==> src/rtl/sft_pkg.sv <==
`timescale 1ns/1ps
package sft_pkg;
  localparam int unsigned MAX_DATA  = 9;
  localparam int unsigned MIN_DATA  = 5;
  localparam int unsigned DFLT_DATA = 8;
  localparam int unsigned SIZE_W    = 4;
  localparam int unsigned FRAME_MAX = MAX_DATA + 4;  // start + data + parity + 2 stop
  localparam int unsigned CNT_W     = $clog2(FRAME_MAX + 1);

  typedef enum logic [1:0] {
    PAR_NONE = 2'b00,
    PAR_RSVD = 2'b01,
    PAR_EVEN = 2'b10,
    PAR_ODD  = 2'b11
  } par_mode_e;

  typedef struct packed {
    logic [FRAME_MAX-1:0] bits;
    logic [CNT_W-1:0]     len;
  } frame_t;

  function automatic logic [SIZE_W-1:0] decode_size(input logic [SIZE_W-1:0] code);
    if (code >= SIZE_W'(MIN_DATA) && code <= SIZE_W'(MAX_DATA)) return code;
    return SIZE_W'(DFLT_DATA);
  endfunction
endpackage

==> src/rtl/sft_step.sv <==
`timescale 1ns/1ps
module sft_step #(
  parameter int unsigned SYNC_STAGES = 2
) (
  input  logic clk_i,
  input  logic rst_ni,
  input  logic sync_mode_i,
  input  logic clk_pol_i,
  input  logic tick_i,
  input  logic xck_i,
  output logic step_o
);
  logic xck_s, xck_prev_q, xck_rise, xck_fall;

  for (genvar g = 0; g < SYNC_STAGES; g++) begin : g_sync
    logic q;
    if (g == 0) begin : g_first
      always_ff @(posedge clk_i or negedge rst_ni)
        if (!rst_ni) q <= 1'b0;
        else         q <= xck_i;
    end else begin : g_next
      always_ff @(posedge clk_i or negedge rst_ni)
        if (!rst_ni) q <= 1'b0;
        else         q <= g_sync[g-1].q;
    end
  end

  assign xck_s = g_sync[SYNC_STAGES-1].q;

  always_ff @(posedge clk_i or negedge rst_ni)
    if (!rst_ni) xck_prev_q <= 1'b0;
    else         xck_prev_q <= xck_s;

  assign xck_rise = xck_s & ~xck_prev_q;
  assign xck_fall = ~xck_s & xck_prev_q;

  always_comb begin
    if (sync_mode_i) step_o = clk_pol_i ? xck_fall : xck_rise;
    else             step_o = tick_i;
  end
endmodule

==> src/rtl/sft_hold.sv <==
`timescale 1ns/1ps
module sft_hold
  import sft_pkg::*;
(
  input  logic                clk_i,
  input  logic                rst_ni,
  input  logic                valid_i,
  input  logic [MAX_DATA-1:0] data_i,
  input  logic                take_i,
  output logic                ready_o,
  output logic                hold_valid_o,
  output logic [MAX_DATA-1:0] hold_data_o
);
  logic                hold_valid_q;
  logic [MAX_DATA-1:0] hold_data_q;

  assign ready_o      = ~hold_valid_q;
  assign hold_valid_o = hold_valid_q;
  assign hold_data_o  = hold_data_q;

  always_ff @(posedge clk_i or negedge rst_ni) begin
    if (!rst_ni) begin
      hold_valid_q <= 1'b0;
      hold_data_q  <= '0;
    end else begin
      if (take_i) hold_valid_q <= 1'b0;
      if (valid_i && ready_o) begin
        hold_valid_q <= 1'b1;
        hold_data_q  <= data_i;
      end
    end
  end

  assert_accept_R6: assert property (@(posedge clk_i) disable iff (!rst_ni)
    valid_i && ready_o |=> hold_valid_q && hold_data_q == $past(data_i));

  assert_take_full_R6: assert property (@(posedge clk_i) disable iff (!rst_ni)
    take_i |-> hold_valid_q);
endmodule

==> src/rtl/sft_frame_build.sv <==
`timescale 1ns/1ps
module sft_frame_build
  import sft_pkg::*;
(
  input  logic [MAX_DATA-1:0] data_i,
  input  logic [SIZE_W-1:0]   size_i,
  input  logic [1:0]          par_mode_i,
  input  logic                stop2_i,
  output frame_t              frame_o
);
  logic [SIZE_W-1:0] n_bits;
  logic              par_en, par_bit;

  always_comb begin
    n_bits        = decode_size(size_i);
    par_en        = par_mode_i[1];
    par_bit       = 1'b0;
    frame_o.bits  = '1;
    frame_o.bits[0] = 1'b0;
    for (int i = 0; i < int'(MAX_DATA); i++) begin
      if (i < int'(n_bits)) begin
        frame_o.bits[i+1] = data_i[i];
        par_bit           = par_bit ^ data_i[i];
      end
    end
    if (par_mode_i == PAR_ODD) par_bit = ~par_bit;
    if (par_en) frame_o.bits[int'(n_bits) + 1] = par_bit;
    frame_o.len = CNT_W'(int'(n_bits) + 2 + int'(par_en) + int'(stop2_i));
  end
endmodule

==> src/rtl/sft_shift.sv <==
`timescale 1ns/1ps
module sft_shift
  import sft_pkg::*;
(
  input  logic   clk_i,
  input  logic   rst_ni,
  input  logic   step_i,
  input  logic   hold_valid_i,
  input  frame_t frame_i,
  output logic   take_o,
  output logic   txd_o,
  output logic   busy_o,
  output logic   done_o
);
  logic                 active_q, txd_q, done_q;
  logic [FRAME_MAX-1:0] sh_q;
  logic [CNT_W-1:0]     cnt_q;   // bits still to send after the current one
  logic                 last_bit;

  assign last_bit = ~active_q | (cnt_q == '0);
  assign take_o   = step_i & hold_valid_i & last_bit;
  assign txd_o    = txd_q;
  assign busy_o   = active_q;
  assign done_o   = done_q;

  always_ff @(posedge clk_i or negedge rst_ni) begin
    if (!rst_ni) begin
      active_q <= 1'b0;
      txd_q    <= 1'b1;
      done_q   <= 1'b0;
      sh_q     <= '1;
      cnt_q    <= '0;
    end else begin
      done_q <= 1'b0;
      if (step_i) begin
        if (!last_bit) begin
          txd_q <= sh_q[0];
          sh_q  <= {1'b1, sh_q[FRAME_MAX-1:1]};
          cnt_q <= cnt_q - 1'b1;
        end else begin
          if (active_q) done_q <= 1'b1;
          if (hold_valid_i) begin
            // frame image is fixed here: later config changes cannot reach it
            txd_q    <= frame_i.bits[0];
            sh_q     <= {1'b1, frame_i.bits[FRAME_MAX-1:1]};
            cnt_q    <= frame_i.len - 1'b1;
            active_q <= 1'b1;
          end else begin
            txd_q    <= 1'b1;
            active_q <= 1'b0;
          end
        end
      end
    end
  end

  assert_idle_high_R1: assert property (@(posedge clk_i) disable iff (!rst_ni)
    !active_q |-> txd_q);

  assert_start_low_R2: assert property (@(posedge clk_i) disable iff (!rst_ni)
    $rose(active_q) |-> !txd_q);

  assert_no_step_stable_R5: assert property (@(posedge clk_i) disable iff (!rst_ni)
    !step_i |=> $stable(txd_q));

  assert_done_single_R7: assert property (@(posedge clk_i) disable iff (!rst_ni)
    done_q |=> !done_q);

  assert_busy_end_done_R7: assert property (@(posedge clk_i) disable iff (!rst_ni)
    $fell(active_q) |-> done_q);
endmodule

==> src/rtl/serial_frame_tx.sv <==
`timescale 1ns/1ps
module serial_frame_tx
  import sft_pkg::*;
#(
  parameter int unsigned SYNC_STAGES = 2
) (
  input  logic                clk_i,
  input  logic                rst_ni,
  input  logic                sync_mode_i,
  input  logic                clk_pol_i,
  input  logic                bit_tick_i,
  input  logic                xck_i,
  input  logic [SIZE_W-1:0]   char_size_i,
  input  logic [1:0]          parity_mode_i,
  input  logic                stop2_i,
  input  logic [MAX_DATA-1:0] data_i,
  input  logic                valid_i,
  output logic                ready_o,
  output logic                txd_o,
  output logic                busy_o,
  output logic                done_o
);
  logic                step, take, hold_valid;
  logic [MAX_DATA-1:0] hold_data;
  frame_t              frame;

  sft_step #(.SYNC_STAGES(SYNC_STAGES)) u_step (
    .clk_i       (clk_i),
    .rst_ni      (rst_ni),
    .sync_mode_i (sync_mode_i),
    .clk_pol_i   (clk_pol_i),
    .tick_i      (bit_tick_i),
    .xck_i       (xck_i),
    .step_o      (step)
  );

  sft_hold u_hold (
    .clk_i        (clk_i),
    .rst_ni       (rst_ni),
    .valid_i      (valid_i),
    .data_i       (data_i),
    .take_i       (take),
    .ready_o      (ready_o),
    .hold_valid_o (hold_valid),
    .hold_data_o  (hold_data)
  );

  sft_frame_build u_build (
    .data_i     (hold_data),
    .size_i     (char_size_i),
    .par_mode_i (parity_mode_i),
    .stop2_i    (stop2_i),
    .frame_o    (frame)
  );

  sft_shift u_shift (
    .clk_i        (clk_i),
    .rst_ni       (rst_ni),
    .step_i       (step),
    .hold_valid_i (hold_valid),
    .frame_i      (frame),
    .take_o       (take),
    .txd_o        (txd_o),
    .busy_o       (busy_o),
    .done_o       (done_o)
  );
endmodule

==> config.mk <==
export PLATFORM = sky130hd
export DESIGN_NAME = serial_frame_tx
export DESIGN_NICKNAME = d
export VERILOG_FILES = /design/src/rtl/sft_pkg.sv /design/src/rtl/sft_step.sv /design/src/rtl/sft_hold.sv /design/src/rtl/sft_frame_build.sv /design/src/rtl/sft_shift.sv /design/src/rtl/serial_frame_tx.sv
export SDC_FILE = /design/constraint.sdc
export NUM_CORES = 1
export LEC_CHECK = 0
export BUFFER_PORTS_ARGS = -buffer_cell sky130_fd_sc_hd__buf_4
export CAP_MARGIN = 20
export CELL_PAD_IN_SITES_DETAIL_PLACEMENT = 0
export CELL_PAD_IN_SITES_GLOBAL_PLACEMENT = 2
export CORE_MARGIN = 4
export CORE_UTILIZATION = 35
export DETAILED_ROUTE_END_ITERATION = 10
export GPL_ROUTABILITY_DRIVEN = 0
export GPL_TIMING_DRIVEN = 0
export PLACE_DENSITY = 0.75
export REMOVE_ABC_BUFFERS = 1
export SLEW_MARGIN = 20
export SYNTH_ARGS = -nofsm -noshare
export SYNTH_HDL_FRONTEND = slang
export SYNTH_SLANG_ARGS = --single-unit
export TNS_END_PERCENT = 30
==> constraint.sdc <==
create_clock -name clk_i -period 2.1 [get_ports clk_i]
set_input_delay 0.21 -clock clk_i [delete_from_list [all_inputs] [get_ports clk_i]]
set_output_delay 0.21 -clock clk_i [all_outputs]
set_load 0.01 [all_outputs]
# [After elaboration in Yosys (flattened, before gate mapping)]
# Index checks and enable logic that the tools add are counted.
[word_totals] inputBits=23 reg_bits=33 out_inout_bits=4
[op_classes] reduce_logical=7 eq_ne=2 order_cmp=13 bitwise_logic=18 addsub=6 mux=40
[ops] cell="2-to-1 mux 13 bit" n=3
[ops] cell="greater-or-equal comparator 32 x 1 -> 1 bit (second input constant)" n=1
[ops] cell="< comparator 32 x 6 -> 1 bit (second input constant)" n=1
[ops] cell="2-to-1 mux 1 bit" n=31
[ops] cell="< comparator 3 x 4 -> 1 bit (first input constant)" n=4
[ops] cell="2-to-1 mux 4 bit" n=4
[ops] cell="bitwise mux 13 bit" n=1
[ops] cell="adder 4 x 2 -> 4 bit" n=2
[ops] cell="< comparator 1 x 4 -> 1 bit (first input constant)" n=2
[ops] cell="< comparator 2 x 4 -> 1 bit (first input constant)" n=2
[ops] cell="subtractor 4 x 1 -> 4 bit (second input constant)" n=2
[ops] cell="bitwise XOR 1 bit" n=8
[ops] cell="adder 4 x 1 -> 5 bit (second input constant)" n=1
[ops] cell="inverter 1 bit" n=5
[ops] cell="adder 4 x 2 -> 4 bit (second input constant)" n=1
[ops] cell="AND 1 bit" n=4
[ops] cell="demux 1 bit (select 4 bit)" n=1
[ops] cell="greater-or-equal comparator 4 x 3 -> 1 bit (second input constant)" n=1
[ops] cell="<= comparator 4 bit (second input constant)" n=1
[ops] cell="logical NOT 4 bit" n=1
[ops] cell="< comparator 4 bit (first input constant)" n=1
[ops] cell="AND reduction 2 bit" n=2
[ops] cell="logical AND 1 bit" n=3
[ops] cell="== test 2 bit (second input constant)" n=1
[ops] cell="3 further kinds" n=3

# [Logic depth before layout (Yosys ltp)]
# Gate-level depths: netlist of the first run.
[logic_depth] depth_word=28 mapped_depth=12

# [By module]
# A second synthesis of the first run with hierarchy kept.
[unflattened] hier_cells=208 area_unflattened_um2=1993.2
[modules_own_cells] mod="sft_shift" seq_area_each_um2=491.7 area_each_um2=1114.8 cells_each=113 n_inst=1
[modules_own_cells] mod="sft_hold" seq_area_each_um2=250.2 area_each_um2=414.1 cells_each=23 n_inst=1
[modules_own_cells] mod="sft_frame_build" seq_area_each_um2=0.0 area_each_um2=362.8 cells_each=65 n_inst=1
[modules_own_cells] mod="sft_step" seq_area_each_um2=75.1 area_each_um2=101.3 cells_each=7 n_inst=1

# [Least setup slack after synthesis of the first run]
# No wires, ideal clock.
[synth_timing] path_type="in2reg" startpoint="input port char_size_i[2]" endpoint="register u_shift.cnt_q[2]" path_slack_ps=-43 required_ps=1979 stages=11 setup_ps=121 t_arrival_ps=2021 path_cell_list="nand2b_1 > o21ai_0 > nand2_1 > ha_1 > inv_1 > ha_1 > inv_1 > fa_1 > xor2_1 > o31a_1 > o22a_1"
[synth_via] elab_chain_len=10 word_cells_on_any_way=12 classes_between="add/sub: 4; order compare: 2; mux: 5; reduce/logical: 1"
[synth_rtl] element="start: declaration" line_no="serial_frame_tx.sv:13" source="input logic [SIZE_W-1:0] char_size_i,"
[synth_rtl] element="greater-or-equal comparator 4 x 3 -> 1 bit or <= comparator 4 bit (tied branches)" line_no="sft_pkg.sv:23" source="if (code >= SIZE_W'(MIN_DATA) && code <= SIZE_W'(MAX_DATA)) return code;"
[synth_rtl] element="logical AND 1 bit" line_no="sft_pkg.sv:23"
[synth_rtl] element="2-to-1 mux 1 bit" line_no="sft_pkg.sv:23"
[synth_rtl] element="2-to-1 mux 4 bit (*)" line_no="sft_pkg.sv:24" source="return SIZE_W'(DFLT_DATA);"
[synth_rtl] element="adder 4 x 2 -> 4 bit (*) (3 in series)" line_no="sft_frame_build.sv:28" source="frame_o.len = CNT_W'(int'(n_bits) + 2 + int'(par_en) + int'(stop2_i));"
[synth_rtl] element="subtractor 4 x 1 -> 4 bit (*)" line_no="sft_shift.sv:46" source="cnt_q <= frame_i.len - 1'b1;"
[synth_rtl] element="2-to-1 mux 4 bit (*)" line_no="sft_shift.sv:42" source="if (hold_valid_i) begin"
[synth_rtl] element="2-to-1 mux 4 bit (*)" line_no="sft_shift.sv:36" source="if (!last_bit) begin"
[synth_rtl] element="end signal: assignment" line_no="sft_shift.sv:39" source="cnt_q <= cnt_q - 1'b1;"
[synth_rtl] element="end signal: assignment" line_no="sft_shift.sv:46"
[synth_rtl] element="end: declaration" line_no="sft_shift.sv:17" source="logic [CNT_W-1:0] cnt_q;"
# Every way passes the cells marked *; elsewhere a longest branch is shown, timed or not. The select of a mux whose other input is x is not followed.
# A chain may end at the register's enable or synchronous reset.

# [Final worst setup path of the first run]
# Ends and elaborated chain as after synthesis.

==> flow_summary.json, run 1 <==
{
  "status": "finished, final reports clean",
  "r2r_cells": 7,
  "rsz0062_at_grt": "true",
  "post_dp_cell_area_um2": 2058,
  "ys_seq_elements": 32,
  "final_area_um2": 2321,
  "clock_skew_ns": 0.005002,
  "synth_top_family_by_area": "simple AND/OR/NAND/NOR gates",
  "r2r_start": "u_shift.cnt_q[0]$_DFFE_PN0P_",
  "start_kind": "primary input",
  "cts_buffers": 5,
  "fin_crit_sh": 0.9644,
  "dpl.hpwl_mm": 3.096,
  "grt_util_all_layers": 0.1517,
  "synthAdderAreaFrac": 0.03883,
  "grt_pass1_wl_mm": 7.403,
  "path_clk_slew_ns": 0.07,
  "firstDrtPassIters": 4,
  "power.switching_mw": 1.221,
  "cts_tree": "yes",
  "syn_avg_cell_area_um2": 9.546,
  "ff2ff_setup_slack_ns": 0.15,
  "p_seq_frac": 0.350,
  "synthCells": 189,
  "cts_buffer_depth": 2,
  "drt_iter0_markers": 44,
  "routed_via_density": 5.061,
  "cp_data_arrival_time_ns": 2.19,
  "drc_errors": 0,
  "synthMuxAreaShare": 0.04369,
  "cp-end-kind": "flop",
  "ir_worst_vdd_uv": 898.1,
  "htree_levels": 2,
  "row_count": 25,
  "layout_common_cells": "buf_4, nor2_1, nand2_1, dfrtp_1, dfstp_2",
  "internal-power_mw": 2.010,
  "yosysWarnings": 0,
  "synthXorXnorAreaFrac": 0.05687,
  "ios": 27,
  "setup_viol": 0,
  "fmax_ghz": 0.4938,
  "die_area_um2": 6367,
  "worstHoldPathType": "primary input to flop",
  "rr_endpoint": "u_shift.cnt_q[3]$_DFFE_PN0P_",
  "worstMarginPinSlew_ns": 0.8503,
  "initial_core_util": 0.3721,
  "period_minus_slack_ns": 2.025,
  "ant_nets": 0,
  "area_growth_syn_to_layout_pct": 28.64,
  "crit_start": "char_size_i[2]",
  "drv_slew": 0,
  "hp-start": "xck_i",
  "clock_power_share": 0.181,
  "required_ns": 2.27,
  "worstPathMaxFanout": 5,
  "antenna_found_initial": 0,
  "whs_path_depth": 1,
  "synth.distinct_cells": 48,
  "vias": 1483,
  "grt_max_degree": 33,
  "grt_pass1_vias": 1525,
  "fill_cells": 472,
  "hold_violations": 0,
  "drive_gt1_frac": 0.3761,
  "cts_root_buf": "clkbuf_8",
  "die_w_um": 79.80,
  "avgRoutedWirePerCell_um": 14.89,
  "fin_ws_ns": 0.07483,
  "clk_latency_ns": 0.28,
  "syn_area_um2": 1804,
  "wl_met3_um": 163,
  "portBuffers": 26,
  "m1WireLength_mm": 2.023,
  "clock_sinks": 32,
  "routed.top_layer": "met4",
  "route.met2.wl_mm": 2.097,
  "path_class": "primary input to flop",
  "p_leak_nw": 0.9666,
  "min_to": "u_step.g_sync[0].q$_DFF_PN0_",
  "p_comb_frac": 0.468,
  "drv_cap": 0,
  "core_um2": 4848,
  "place_ws_ns": -0.3764,
  "synth_compound_area_frac": 0.1616,
  "nNetsFinal": 253,
  "overflow": 0,
  "powerDensity_nw_per_um2": 1392,
  "die_h_um": 79.80,
  "maxSlewHeadroom": 0.4320,
  "switching_share": 0.3780,
  "layout_commonest_cell": "buf_4",
  "synth-simple-area-share": 0.2094,
  "drt_wl_total_mm": 4.363,
  "synth-seq-area-share": 0.4528,
  "antennaDiodeCount": 0
}
[critical path: stages]
cell and delay (ns):
buf_6 0.11, nand2b_4 0.14, o21ai_2 0.14, nand2_2 0.09
ha_4 0.25, inv_4 0.05, ha_4 0.13, inv_2 0.04
fa_2 0.36, xor2_2 0.19, o31a_1 0.31, o22a_1 0.16
[per-stage QoR]
step / TNS, ns / power (mW) / util / cells / hold WS, ns
CTS: -0.004317 / 3.167 / 0.4529 / 286 / 0.02218
global route: -0.002299 / 3.472 / 0.4787 / 293 / 0.02377
floorplan: -0.04266 / 2.169 / - / 184 / -0.08559
finish: 0 / 3.231 / 0.4787 / 293 / 0.02974
global placement: -2.981 / 2.505 / 0.4245 / 277 / 0.1677
detailed placement: -2.965 / 2.556 / 0.4245 / 277 / 0.1785
[Yosys cell counts, drive strengths merged]
cell type	count	share of area
clkbuf	1	0.0021
inv	11	0.023
nand2	20	0.042
a31oi	7	0.033
nor3	3	0.0083
a21oi	7	0.019
a41oi	1	0.0049
fa	1	0.011
o22ai	2	0.0069
o311ai	1	0.0049
o211ai	1	0.0042
o32a	1	0.0055
a211oi	1	0.0069
xnor2	8	0.047
nor3b	1	0.0042
dfrtp	19	0.26
nand2b	5	0.021
nor4	5	0.021
o31a	1	0.0049
dfstp	13	0.19
o22a	3	0.015
ha	4	0.028
nand4	1	0.0035
or2b	1	0.0042
a32o	1	0.0055
xor2	2	0.0097
mux2	7	0.044
nand3b	1	0.0042
nand3	6	0.017
buf	4	0.012
o21ai	14	0.041
a31o	1	0.0049
and2	1	0.0035
nor2	30	0.068
or3b	1	0.0062
nor2b	2	0.0069
a2111oi	1	0.0049
[power by group through the flow]
| stage | Sequential (mW) | Clock [mW] | Combinational, mW |
|---|---|---|---|
| floorplan | 1.07 | 0 | 1.10 |
| detailed placement | 1.13 | 0 | 1.43 |
| finish | 1.13 | 0.585 | 1.51 |
| global placement | 1.11 | 0 | 1.39 |
| CTS | 1.12 | 0.598 | 1.45 |
| global route | 1.16 | 0.619 | 1.69 |
[final cells by class]
class	instances	area, um^2	share of cell area
multi-input combinational	141	1007	0.4340
tap	67	83.83	0.03612
clock inverter	2	35.03	0.01509
inverter	11	43.79	0.01887
sequential	32	817.0	0.3520
timing repair buffer	34	261.5	0.1127
clock buffer	6	72.57	0.03127
[per-layer routing]
layer	global-route usage	vias to the layer above
li1	-	732
met1	0.2016	713
met2	0.2446	31
met3	0.02370	7
met4	0.06419	0
met5	0	-
[worst max-delay path by stage]
stage	endpoint	slack, ns	cells past startpoint
final	u_shift.cnt_q[2]$_DFFE_PN0P_	0.07	12
after global routing	u_shift.cnt_q[3]$_DFFE_PN0P_	-0.002	7
after floorplan	u_shift.cnt_q[2]$_DFFE_PN0P_	-0.04	11
after detailed placement	u_shift.cnt_q[2]$_DFFE_PN0P_	-0.38	12
after global placement	u_shift.cnt_q[2]$_DFFE_PN0P_	-0.35	12
after CTS	u_shift.sh_q[7]$_DFFE_PN1P_	-0.004	8
[sequential cells by signal, indices dropped and copies added, names as in the netlist]
name / cells
u_shift.cnt_q: 4
u_step.g_sync.q: 2
u_step.xck_prev_q: 1
u_shift.sh_q: 12
u_shift.busy_o: 1
u_hold.hold_valid_o: 1
u_hold.hold_data_o: 9
u_shift.done_o: 1
u_shift.txd_o: 1
[cell families (layout without fill, tap and decap cells)]
| family | Yosys count | count (layout) |
|---|---|---|
| XOR/XNOR | 10 | 10 |
| multiplexers | 7 | 7 |
| AO/OA/AOI/OAI | 42 | 42 |
| buffers and inverters | 16 | 53 |
| adder cells (fa/ha/maj) | 5 | 5 |
| flip-flops | 32 | 32 |
| AND/OR/NAND/NOR | 77 | 77 |
[what timing repair did]
item / CTS / global route
cloned: 0 / 0
hold buffers: 1 / 0
gates resized for setup: 5 / 17
setup buffers: 0 / 7
endpoints found under the hold margin: 19 / 0
endpoints found under the setup margin: 15 / 15
pin swaps: 0 / 8
(Power assumes the default switching activity.)
==> run 2, diff against run 1 <==
CORE_ASPECT_RATIO = 0.7   (was default)
==> run 2 against run 1 <==
- setup slack lost 0.057 ns
- die area grew 0.29%
- flip-flop and latch count is the same
- non-clock buffer count is the same
- sequential share of layout area grew 0.48 points
- clock-buffer cell count shrank 1
- routed wire length grew 3.1%
- largest cell class unchanged
- largest power group unchanged
==> flow_summary.json, run 2 (synthesized netlist as in run 1, its figures left out) <==
{
  "status": "finished, final reports clean",
  "grt_pass1_vias": 1522,
  "cts_buffers": 5,
  "ant_nets": 0,
  "die_w_um": 93.82,
  "antennaDiodeCount": 0,
  "r2r_start": "u_shift.cnt_q[0]$_DFFE_PN0P_",
  "power_mw": 3.257,
  "p_leak_nw": 0.9646,
  "cts_tree": "yes",
  "period_minus_slack_ns": 2.083,
  "start_kind": "flop",
  "cts_root_buf": "clkbuf_8",
  "largest_register_ffs": 12,
  "fin_setup_tns_ns": 0,
  "powerDensity_nw_per_um2": 1423,
  "fin_ws_ns": 0.01737,
  "worstPathMaxFanout": 12,
  "cp_data_arrival_time_ns": 2.26,
  "hp-start": "xck_i",
  "nNetsFinal": 253,
  "die_area_um2": 6386,
  "core_um2": 4887,
  "rsz0062_at_grt": "true",
  "antenna_found_initial": 0,
  "hold_violations": 0,
  "cts_buffer_depth": 2,
  "ir_worst_vdd_uv": 722.3,
  "drv_slew": 0,
  "row_count": 21,
  "ios": 27,
  "drt_iter0_markers": 68,
  "vias": 1442,
  "avgRoutedWirePerCell_um": 15.25,
  "hold_ws_ns": 0.03212,
  "crit_start": "u_shift.cnt_q[0]$_DFFE_PN0P_",
  "layout_commonest_cell": "buf_4",
  "clock_sinks": 32,
  "drv_cap": 0,
  "cp-end-kind": "flop",
  "initial_core_util": 0.3692,
  "die_h_um": 68.07,
  "worstHoldPathType": "primary input to flop",
  "setup_viol": 0,
  "maxSlewHeadroom": 0.4313,
  "overflow": 0,
  "fmax_ghz": 0.4802,
  "firstDrtPassIters": 5,
  "fin_crit_sh": 0.9917,
  "required_ns": 2.28,
  "htree_levels": 2,
  "layout_common_cells": "buf_4, nor2_1, nand2_1",
  "grt_pass1_wl_mm": 7.762,
  "path_class": "flop to flop",
  "grt_max_degree": 33,
  "place_ws_ns": -0.3643,
  "routed_via_density": 4.888,
  "dpl.hpwl_mm": 3.197,
  "area_growth_syn_to_layout_pct": 26.91,
  "grt_util_all_layers": 0.1593,
  "largest-register": "u_shift.sh_q",
  "drc_errors": 0,
  "path_clk_slew_ns": 0.07,
  "clock_skew_ns": 0.006375,
  "final_util": 0.4685,
  "worstMarginPinSlew_ns": 0.8513,
  "drive_gt1_frac": 0.3540,
  "drt_wl_total_mm": 4.500,
  "portBuffers": 26,
  "clk_latency_ns": 0.28
}
run 2: cell count changes in the layout (fill, tap and decap cells not counted), moves of 2 or more:
cell     delta
ha_1        +2
inv_1       +2
ha_4        -2
o21ai_1     +2
run 2: power breakdown:
group / switching, mW / internal (mW) / leakage (nW) / total [mW]
clock network: 0.244 / 0.351 / 0.0541 / 0.595
registers: 0.201 / 0.926 / 0.358 / 1.13
logic: 0.806 / 0.730 / 0.552 / 1.54
total: 1.25 / 2.01 / 0.965 / 3.26
run 2: routing by layer:
metal,GRT usage,part of all wire,vias up
li1,-,-,732
met1,0.2294,0.51,684
met2,0.2467,0.45,21
met3,0.03626,0.035,5
met4,0.03243,0.0078,0
met5,0,0,-
run 2: cell type report:
cell class                      count  area, um^2
Fill cell                         487        2597
Timing Repair Buffer               34       270.3
Tap cell                           69       86.33
Sequential cell                    32       817.0
Multi-Input combinational cell    141       963.4
Clock inverter                      3       42.54
Inverter                           11       41.29
Clock buffer                        5       68.82
run 2: what timing repair did:
item | 4_1_cts | 5_1_grt
hold endpoints to repair | 19 | 0
buffers inserted | 2 | 5
hold buffers | 1 | 0
setup endpoints to repair | 15 | 9
resized for setup | 6 | 7
pin swaps | 1 | 1
run 2: path summary, 6_finish.rpt:
path                       cells after the start                      endpoint  slack [ns]
setup / recovery                               7  u_shift.cnt_q[3]$_DFFE_PN0P_        0.02
hold / removal                                 1  u_step.g_sync[0].q$_DFF_PN0_        0.03
setup reg to reg                               7  u_shift.cnt_q[3]$_DFFE_PN0P_        0.02
hold reg to reg                                0  u_step.g_sync[1].q$_DFF_PN0_        0.36
max in group asynchronous                      2   u_shift.sh_q[0]$_DFFE_PN1P_        1.36
min in group asynchronous                      2  u_step.g_sync[0].q$_DFF_PN0_        0.40
run 2: worst max-delay path, cell delays in order, from the launching register on:
cell	delay [ns]
dfrtp_1	0.38
inv_1	0.10
ha_1	0.23
nor3b_4	0.30
nor2_4	0.14
a2111oi_1	0.51
a31oi_1	0.08
o22a_2	0.24
run 2: through the flow:
stage	cell area, um^2	cells
floorplan	1779	184
global placement	2061	279
detailed placement	2061	279
CTS	2231	290
global route	2290	295
finish	2290	295
